$ cat config.mk
export PLATFORM = sky130hd
export DESIGN_NAME = mbox_bank
export DESIGN_NICKNAME = d
export VERILOG_FILES = /design/src/rtl/mbox_pkg.sv /design/src/rtl/mbox_store.sv /design/src/rtl/mbox_port.sv /design/src/rtl/mbox_bank.sv
export SDC_FILE = /design/constraint.sdc
export NUM_CORES = 1
export LEC_CHECK = 0
export BUFFER_PORTS_ARGS = -buffer_cell sky130_fd_sc_hd__buf_4
export CORE_UTILIZATION = 40
export DETAILED_ROUTE_END_ITERATION = 10
export GPL_ROUTABILITY_DRIVEN = 0
export PLACE_DENSITY_LB_ADDON = 0.1
export SKIP_CTS_REPAIR_TIMING = 1
export SYNTH_ARGS = -nofsm -noshare
export SYNTH_HDL_FRONTEND = slang
export SYNTH_SLANG_ARGS = --single-unit
$ cat constraint.sdc
create_clock -name clk -period 2.3 [get_ports clk]
set_input_delay 0.115 -clock clk [delete_from_list [all_inputs] [get_ports clk]]
set_output_delay 0.115 -clock clk [all_outputs]
set_load 0.01 [all_outputs]
$ cat src/rtl/mbox_pkg.sv
package mbox_pkg;
  localparam int DW     = 32;
  localparam int NB     = DW / 8;
  localparam int NBOX   = 4;
  localparam int NFLAG  = NBOX * NB;
  localparam int HW     = DW / 2;
  localparam int NH     = NB / 2;
  localparam int AW     = 4;
  localparam int BOXW   = $clog2(NBOX);
  localparam int LANEW  = $clog2(NB);
  localparam int GRPW   = AW - BOXW;
  localparam int IDXW   = BOXW + LANEW;

  localparam logic [GRPW-1:0] GRP_OUT = GRPW'(0);
  localparam logic [GRPW-1:0] GRP_IN  = GRPW'(1);
  localparam logic [AW-1:0]   W_CTRL  = AW'(8);
  localparam logic [AW-1:0]   W_STAT  = AW'(9);

  // control word field positions
  localparam int OUT_SEL_LSB = 8;
  localparam int PEND_IN_BIT = 16;
  localparam int PEND_OUT_BIT = 17;
  localparam int BE_IN_SEL  = 0;
  localparam int BE_OUT_SEL = 1;
  localparam int BE_PEND    = 2;

  typedef struct packed {
    logic             en;
    logic [BOXW-1:0]  box;
    logic [LANEW-1:0] lane;
  } irq_sel_t;

  localparam int SELW = $bits(irq_sel_t);
endpackage

$ cat src/rtl/mbox_store.sv
module mbox_store
  import mbox_pkg::*;
(
  input  logic                      clk,
  input  logic                      rst,
  input  logic [NFLAG-1:0]          wmask,
  input  logic [DW-1:0]             wdata,
  input  logic [NFLAG-1:0]          rclr,
  output logic [NBOX-1:0][DW-1:0]   data,
  output logic [NFLAG-1:0]          flags
);
  // byte-wide storage, one writer; flag set dominates a same-cycle clear
  for (genvar k = 0; k < NBOX; k++) begin : g_box
    for (genvar b = 0; b < NB; b++) begin : g_lane
      always_ff @(posedge clk) begin
        if (rst) begin
          data[k][8*b +: 8] <= '0;
        end else if (wmask[k*NB + b]) begin
          data[k][8*b +: 8] <= wdata[8*b +: 8];
        end
      end
    end
  end

  always_ff @(posedge clk) begin
    if (rst) flags <= '0;
    else     flags <= (flags & ~rclr) | wmask;
  end
endmodule

$ cat src/rtl/mbox_port.sv
module mbox_port
  import mbox_pkg::*;
#(
  parameter bit REG_IRQ = 1'b1
) (
  input  logic                     clk,
  input  logic                     rst,
  input  logic                     req,
  input  logic                     we,
  input  logic [AW-1:0]            addr,
  input  logic                     half,
  input  logic                     mode16,
  input  logic [NB-1:0]            be,
  input  logic [DW-1:0]            wdata,
  output logic [DW-1:0]            rdata,
  output logic                     irq,
  output logic [1:0]               pend,
  input  logic [NBOX-1:0][DW-1:0]  out_data,
  input  logic [NFLAG-1:0]         out_flags,
  input  logic [NBOX-1:0][DW-1:0]  in_data,
  input  logic [NFLAG-1:0]         in_flags,
  input  logic [NFLAG-1:0]         peer_wmask,
  input  logic [NFLAG-1:0]         peer_rclr,
  output logic [NFLAG-1:0]         own_wmask,
  output logic [NFLAG-1:0]         own_rclr,
  output logic [DW-1:0]            wd_eff
);
  logic [NB-1:0]    be_eff;
  logic [GRPW-1:0]  grp;
  logic [BOXW-1:0]  sel;
  logic             hit_out, hit_in, wr_ctrl;
  logic             clr_in_now, clr_out_now;
  logic             in_evt, out_evt;
  logic             pend_in, pend_out;
  irq_sel_t         in_cfg, out_cfg;
  logic [IDXW-1:0]  idx_in, idx_out;
  logic [DW-1:0]    rd_word, rd_steer, ctrl_word;

  // narrow-bus lane steering
  always_comb begin
    if (mode16) begin
      be_eff = half ? {be[NH-1:0], {NH{1'b0}}} : {{NH{1'b0}}, be[NH-1:0]};
      wd_eff = {wdata[HW-1:0], wdata[HW-1:0]};
    end else begin
      be_eff = be;
      wd_eff = wdata;
    end
  end

  assign grp     = addr[AW-1:BOXW];
  assign sel     = addr[BOXW-1:0];
  assign hit_out = req && (grp == GRP_OUT);
  assign hit_in  = req && (grp == GRP_IN);
  assign wr_ctrl = req && we && (addr == W_CTRL);

  always_comb begin
    own_wmask = '0;
    own_rclr  = '0;
    for (int k = 0; k < NBOX; k++) begin
      if (hit_out && we && (sel == BOXW'(k)))
        own_wmask[k*NB +: NB] = be_eff;
      if (hit_in && !we && (sel == BOXW'(k)))
        own_rclr[k*NB +: NB] = be_eff;
    end
  end

  assign clr_in_now  = wr_ctrl && be_eff[BE_PEND] && wd_eff[PEND_IN_BIT];
  assign clr_out_now = wr_ctrl && be_eff[BE_PEND] && wd_eff[PEND_OUT_BIT];

  assign idx_in  = {in_cfg.box, in_cfg.lane};
  assign idx_out = {out_cfg.box, out_cfg.lane};
  assign in_evt  = peer_wmask[idx_in];
  assign out_evt = peer_rclr[idx_out] && out_flags[idx_out] && !own_wmask[idx_out];

  always_ff @(posedge clk) begin
    if (rst) begin
      in_cfg   <= '0;
      out_cfg  <= '0;
      pend_in  <= 1'b0;
      pend_out <= 1'b0;
    end else begin
      if (wr_ctrl && be_eff[BE_IN_SEL])
        in_cfg <= irq_sel_t'(wd_eff[SELW-1:0]);
      if (wr_ctrl && be_eff[BE_OUT_SEL])
        out_cfg <= irq_sel_t'(wd_eff[OUT_SEL_LSB +: SELW]);
      pend_in  <= (pend_in  && !clr_in_now)  || (in_cfg.en  && in_evt);
      pend_out <= (pend_out && !clr_out_now) || (out_cfg.en && out_evt);
    end
  end

  assign pend = {pend_out, pend_in};

  always_comb begin
    ctrl_word = '0;
    ctrl_word[SELW-1:0]             = in_cfg;
    ctrl_word[OUT_SEL_LSB +: SELW]  = out_cfg;
    ctrl_word[PEND_IN_BIT]          = pend_in;
    ctrl_word[PEND_OUT_BIT]         = pend_out;
  end

  always_comb begin
    rd_word = '0;
    if (grp == GRP_OUT)       rd_word = out_data[sel];
    else if (grp == GRP_IN)   rd_word = in_data[sel];
    else if (addr == W_CTRL)  rd_word = ctrl_word;
    else if (addr == W_STAT)  rd_word = {in_flags, out_flags};
  end

  always_comb begin
    if (mode16) rd_steer = half ? {2{rd_word[DW-1:HW]}} : {2{rd_word[HW-1:0]}};
    else        rd_steer = rd_word;
  end

  always_ff @(posedge clk) begin
    if (rst)              rdata <= '0;
    else if (req && !we)  rdata <= rd_steer;
  end

  if (REG_IRQ) begin : g_irq_reg
    always_ff @(posedge clk) begin
      if (rst) irq <= 1'b0;
      else     irq <= pend_in || pend_out;
    end
  end else begin : g_irq_fast
    always_comb irq = (pend_in && !clr_in_now) || (pend_out && !clr_out_now);
  end
endmodule

$ cat src/rtl/mbox_bank.sv
module mbox_bank
  import mbox_pkg::*;
(
  input  logic          clk,
  input  logic          rst,
  input  logic          h_req,
  input  logic          h_we,
  input  logic [3:0]    h_addr,
  input  logic [3:0]    h_be,
  input  logic [31:0]   h_wdata,
  input  logic          h_burst,
  output logic [31:0]   h_rdata,
  output logic          h_disc,
  output logic          h_irq,
  input  logic          l_req,
  input  logic          l_we,
  input  logic [3:0]    l_addr,
  input  logic          l_half,
  input  logic          l_mode16,
  input  logic [3:0]    l_be,
  input  logic [31:0]   l_wdata,
  output logic [31:0]   l_rdata,
  output logic          l_irq
);
  logic [NBOX-1:0][DW-1:0] h2l_data, l2h_data;
  logic [NFLAG-1:0]        h2l_flags, l2h_flags;
  logic [NFLAG-1:0]        h_wmask, h_rclr, l_wmask, l_rclr;
  logic [DW-1:0]           h_wd, l_wd;
  logic [1:0]              h_pend, l_pend;

  mbox_store u_h2l (
    .clk(clk), .rst(rst), .wmask(h_wmask), .wdata(h_wd), .rclr(l_rclr),
    .data(h2l_data), .flags(h2l_flags)
  );

  mbox_store u_l2h (
    .clk(clk), .rst(rst), .wmask(l_wmask), .wdata(l_wd), .rclr(h_rclr),
    .data(l2h_data), .flags(l2h_flags)
  );

  mbox_port #(.REG_IRQ(1'b1)) u_host (
    .clk(clk), .rst(rst), .req(h_req), .we(h_we), .addr(h_addr),
    .half(1'b0), .mode16(1'b0), .be(h_be), .wdata(h_wdata),
    .rdata(h_rdata), .irq(h_irq), .pend(h_pend),
    .out_data(h2l_data), .out_flags(h2l_flags),
    .in_data(l2h_data), .in_flags(l2h_flags),
    .peer_wmask(l_wmask), .peer_rclr(l_rclr),
    .own_wmask(h_wmask), .own_rclr(h_rclr), .wd_eff(h_wd)
  );

  mbox_port #(.REG_IRQ(1'b0)) u_local (
    .clk(clk), .rst(rst), .req(l_req), .we(l_we), .addr(l_addr),
    .half(l_half), .mode16(l_mode16), .be(l_be), .wdata(l_wdata),
    .rdata(l_rdata), .irq(l_irq), .pend(l_pend),
    .out_data(l2h_data), .out_flags(l2h_flags),
    .in_data(h2l_data), .in_flags(h2l_flags),
    .peer_wmask(h_wmask), .peer_rclr(h_rclr),
    .own_wmask(l_wmask), .own_rclr(l_rclr), .wd_eff(l_wd)
  );

  // single data phase only: ask the wrapper to disconnect after a burst beat
  always_ff @(posedge clk) begin
    if (rst) h_disc <= 1'b0;
    else     h_disc <= h_req && h_burst;
  end
endmodule

==> results.md, run 1 <==
* Outcome: complete, but fails checks
* Failing checks: design-rule violations, negative hold slack
* Post-synthesis register bit count at 378
* Hold path cells at 4
* Die area at ~0.049 mm^2
* Final Skew at 22.7 ps
* Area taken by multi-input logic gates at about 0.011 mm^2
* Avg WL per Cell at 25.5 um
* Congestion Overflow GR at 0
* Avg Synthesized Cell Area at slightly below 10 um^2
* Final Setup Violations at 0
* Worst R2R Path Depth at 5
* Tot Pwr at around 15 mW
* Worst-Skew Late Latency at between 500 and 600 ps
* Final cell count without fillers at roughly 2800
* Die Wd at approximately 220 um
* Yosys cell types at 66
* Setup tns final at 0 ps
* Top cell type by total area after synthesis: dfxtp_1
* Ys async rst share at 0%
* WP data arrival at ~2100 ps
* Vias in the first global route at about 16000
* Worst hold start: h_be[2]
* Post-synth net total at approximately 2000
* Rel. slew slack at a little over two fifths
* Crit share post-route at between 90% and 100%
* Layout cells sized above 1 at 23.5%
* HPWL after DPL at around 52 mm
* Largest net degree at the start of global routing at about 170
* Initial detailed-routing violation count at ~2000
* Total Routing Usage GR at a little under 30%
* Worst min-delay path class: in -> reg
* P per Cell Area at 645 mW/mm^2
* CP Class: in -> out
* CTS tree: yes
* Crit Path Max Fanout at 22
* Synthesized instance count at 1950
* Post-route ant nets at 0
* Die Y at approximately 220 um
* Most frequent cells in the layout: 378 x dfxtp_1, 303 x nor2_1, 265 x buf_4, 256 x mux2i_1, 204 x nand2_1
* Post-Route Utilization at around half
* Critical Path Start Type: input pin
* Area Growth Syn to Fin at 22.3%
* Hold Path Sink: u_l2h.flags[14]$_SDFF_PP0_
* WP data required at about 2200 ps
* Leakage at 9.21 nW
* RSZ-0062 raised after global routing: no
* CORE AREA at between 0.04 and 0.05 mm^2
* Pins Over Slew Limit at 0
* I/O pin total at approximately 160
* Hold Fails Final Rpt at 3
* Sequential cell area at ~0.0076 mm^2
* DRC Markers at 13
* Synth top area cells: dfxtp_1 40%, mux4_2 16%, mux2i_1 13%, nor2_1 6.0%, nand2_1 4.0%
* Worst hold slack at -23.5 ps
* Clock transition at path regs at ~60 ps
* Initial antenna violation count at 2
* First-pass GRT wire length at about 100 mm
* Worst setup EP type: output port
* Detailed-route via count at ~17000
* Final net count at 2253
* Sequential fraction of the synthesis area at 39.7%
* Ys Warns at 0
* Diode count at 0
* Fin crit period at roughly 2200 ps
* Most common cell after layout, fill and taps aside: dfxtp_1
* Layout fillers at about 4300
* Setup WS pre-CTS at -17.7 ps
* Number of enable flip-flop cells after synthesis at 0
* Starting Density at around two fifths
* Final WS setup at around 64 ps
* Share of the synthesized area in the top cell type at 39.7%
* Bufs on Longest Clock Path at 3
* Launching point of the worst reg2reg path: u_h2l.data[72]$_SDFFE_PP0P_
* Routed WL at slightly above 70 mm
* CTS sink count at approximately 380
* Flop2flop setup slack at 330 ps
* H-tree depth at 2
* Highest clock rate at ~0.45 GHz
* Placed cells at between 2000 and 3000
* Reg2Reg Capture Point: u_host.rdata[8]$_SDFFE_PP0P_
* Cell Rows at 79
* CTS Buf Count at between 40 and 50
* DRT Pass-1 Iters at 9
* Worst IR drop on VDD at about 0.0004 V
* Synth Flop Type: dfxtp_1
* Vias per inst at 5.97
* Synth Cell Area at 0.0191 mm^2
* Clock root buffer: clkbuf_16
* Number of I/O port buffers at between 150 and 200
* Max cap viols at 0
* Actual slew at the worst max-slew pin at between 800 and 900 ps
## logic make-up (layout without fill, tap and decap cells)
logic type	count (synthesis)	after routing	synth area share, %
and+or+nand+nor	646	646	14.5
muxes	393	393	29.6
DFF	378	378	39.7
AOI/OAI and AO/OA	356	356	11.9
buffers and inverters	174	420	4.16
xor gates and xnor gates	3	3	0.138
## cell usage after synthesis, types with 10 or more instances
| cell type | number |
|---|---|
| nor2_1 | 305 |
| a211oi_1 | 85 |
| clkbuf_1 | 84 |
| buf_1 | 13 |
| nor2_2 | 11 |
| a21oi_1 | 106 |
| mux2i_1 | 256 |
| nor3_1 | 27 |
| o21ai_0 | 93 |
| nor2b_1 | 10 |
| buf_4 | 10 |
| buf_2 | 52 |
| nand2_1 | 204 |
| nand3_1 | 41 |
| a221oi_1 | 12 |
| dfxtp_1 | 378 |
| mux4_2 | 136 |
## layer usage
| metal | part of all wire [%] | up-vias | track usage [%] |
|---|---|---|---|
| met5 | 0.017 | - | 0 |
| met4 | 3.3 | 2 | 9.84 |
| met3 | 8.5 | 129 | 4.71 |
| met2 | 44 | 789 | 44.4 |
| met1 | 45 | 8259 | 42.8 |
| li1 | - | 7558 | - |
## power breakdown
group          internal (mW)  leakage [nW]  switching [mW]  total, mW
Combinational          0.538          5.45           0.811       1.35
Sequential              6.60          3.05          0.0398       6.64
Clock                   4.16         0.717            2.89       7.05
Total                   11.3          9.21            3.74       15.0
## registers in the layout (all words and copies together) (netlist names)
signal             count
h_disc                 1
u_h2l.data           128
u_h2l.flags           16
u_host.ctrl_word      10
u_host.irq             1
u_host.pend_in         1
u_host.pend_out        1
u_host.rdata          32
u_l2h.data           128
u_l2h.flags           16
u_local.ctrl_word     10
u_local.pend_in        1
u_local.pend_out       1
u_local.rdata         32
## critical path, stage by stage
cell	delay, ps
buf_4	250
buf_12	240
nor3_4	450
nand3_2	270
o31a_1	340
nand2b_1	220
buf_4	180
## layout make-up
cell class	instances	area share, %
Tap cell	607	3.26
Sequential cell	378	32.4
Timing Repair Buffer	332	11.9
Multi-Input combinational cell	1398	46.0
Clock inverter	14	0.574
Inverter	10	0.161
Clock buffer	64	5.61
## through the flow
step	hold slack, ps	instance area, um^2
floorplan	251	19100
global placement	349	21300
detailed placement	363	21300
CTS	-246	22800
global route	2.03	23300
finish	-23.5	23300
## worst max-delay path by stage
stage | cells after the start | end | start | slack [ps]
finish | 7 | l_irq | l_addr[1] | 60
floorplan | 9 | u_host.rdata[17]$_SDFFE_PP0P_ | h_addr[0] | 390
global route | 7 | l_irq | l_addr[1] | 60
CTS | 7 | l_irq | l_addr[1] | 160
detailed placement | 8 | u_host.rdata[8]$_SDFFE_PP0P_ | h_addr[1] | -20
global placement | 8 | u_host.rdata[8]$_SDFFE_PP0P_ | h_addr[1] | 40
Power figures use the tool's default switching activity.
==> run 2, diff against run 1 <==
clock period = 2.1 ns   (was 2.3 ns; I/O delays follow)
==> results.md, run 2 (synthesized netlist as in run 1, its figures left out) <==
* I/O pin total at approximately 160
* Total Routing Usage GR at between 30 and 40%
* Worst-Skew Late Latency at 590 ps
* Avg WL per Cell at 26.2 um
* Die area at 0.0485 mm^2
* CP Class: in -> out
* Worst setup EP type: output port
* First-pass GRT wire length at 109 mm
* CTS tree: yes
* CORE AREA at between 0.04 and 0.05 mm^2
* CTS Buf Count at between 40 and 50
* P per Cell Area at between 700 and 800 mW/mm^2
* WP data required at ~2000 ps
* Crit share post-route at 97.5%
* Routed WL at between 70 and 80 mm
* Most frequent cells in the layout: 378 x dfxtp_1, 303 x nor2_1, 294 x buf_4, 256 x mux2i_1, 204 x nand2_1
* Layout cells sized above 1 at between 20% and 30%
* Diode count at 0
* Most common cell after layout, fill and taps aside: dfxtp_1
* Area taken by multi-input logic gates at approximately 0.011 mm^2
* Vias per inst at between 5 and 6
* Final net count at approximately 2300
* DRT Pass-1 Iters at 11
* Die Y at roughly 220 um
* Rel. slew slack at 35.5%
* Max cap viols at 0
* Final Skew at 19.9 ps
* Crit Path Max Fanout at 20
* Initial detailed-routing violation count at ~2000
* Max Used Layer: met5
* RSZ-0062 raised after global routing: no
* Hold Fails Final Rpt at 1
* Area after DPL at approximately 0.022 mm^2
* Largest regs: u_h2l.data x128, u_l2h.data x128
* Area Growth Syn to Fin at 24.8%
* Critical Path Start Type: input pin
* Worst hold slack at -5.62 ps
* Largest net degree at the start of global routing at between 150 and 200
* M1 wire length at between 30 and 40 mm
* Failing checks: design-rule violations, negative hold slack
* WP data arrival at 1940 ps
* Worst IR drop on VDD at 0.000567 V
* CTS sink count at ~380
* Final Setup Violations at 0
* HPWL after DPL at 54.3 mm
* Worst min-delay path class: in -> reg
* Final cell count without fillers at around 2800
* H-tree depth at 2
* Vias in the first global route at about 16000
* Placed cells at between 2000 and 3000
* Layout fillers at between 4000 and 5000
* Actual slew at the worst max-slew pin at between 900 and 1000 ps
* Bufs on Longest Clock Path at 3
* DRC Markers at 13
* Highest clock rate at slightly below 0.5 GHz
* Congestion Overflow GR at 0
* Leakage at approximately 9.5 nW
* Fin crit period at between 2000 and 2500 ps
* Die Wd at around 220 um
* Setup tns final at 0 ps
* Metal3 WL at between 6 and 7 mm
* Post-route cell area at between 0.02 and 0.025 mm^2
* Sequential cell area at 0.00757 mm^2
* Pins Over Slew Limit at 0
* Met2 wire length at around 32 mm
* Post-route ant nets at 0
* Cell Rows at 79
* Outcome: complete, but fails checks
* Initial antenna violation count at 1
* Number of I/O port buffers at 155
* Clock transition at path regs at roughly 60 ps
* Starting Density at between 40% and 50%
* Clock root buffer: clkbuf_16
* Detailed-route via count at 17007
[run 2: per-stage QoR]
stage	utilization (%)	worst slack [ps]	power, mW
3_5_place_dp	46.5	-86.1	8.87
4_1_cts	49.6	5.38	16.7
6_report	50.9	53.3	16.7
5_1_grt	50.9	9.78	17.2
3_3_place_gp	46.5	-118	8.86
2_1_floorplan	-	198	8.16
[run 2: power breakdown]
part / switching [mW] / total, mW / internal, mW / leakage, nW
registers: 0.0535 / 7.28 / 7.23 / 3.05
clock network: 3.18 / 7.85 / 4.67 / 0.714
logic: 0.912 / 1.53 / 0.623 / 5.69
total: 4.14 / 16.7 / 12.5 / 9.46
[run 2: routing by layer]
metal | vias to the layer above | track usage (%)
li1 | 7635 | -
met2 | 850 | 45.7
met3 | 145 | 5.91
met4 | 2 | 10.1
met1 | 8375 | 44.4
met5 | - | 0
[run 2: cell type report]
class	count	share of cell area [%]
multi-input cells	1398	45.1
flip-flops and latches	378	31.8
repair buffers	373	13.6
clock buffers	62	5.30
well taps	607	3.19
clock inverters	17	0.842
inverters	10	0.158
[run 2: final timing paths]
check,start,cells after the start,slack [ps],to
max,l_addr[0],8,50,l_irq
min,l_wdata[22],3,-6,u_l2h.data[54]$_SDFFE_PP0P_
max reg2reg,u_h2l.data[73]$_SDFFE_PP0P_,6,90,u_local.rdata[9]$_SDFFE_PP0P_
min reg2reg,u_local.rdata[29]$_SDFFE_PP0P_,2,460,u_local.rdata[29]$_SDFFE_PP0P_
[run 2: worst max-delay path, cell delays in order]
cell and delay (ps):
buf_4 190, buf_12 210, buf_4 170, nor3_4 310, nand3_2 200, o31a_1 330, nand2b_1 230, buf_4 180
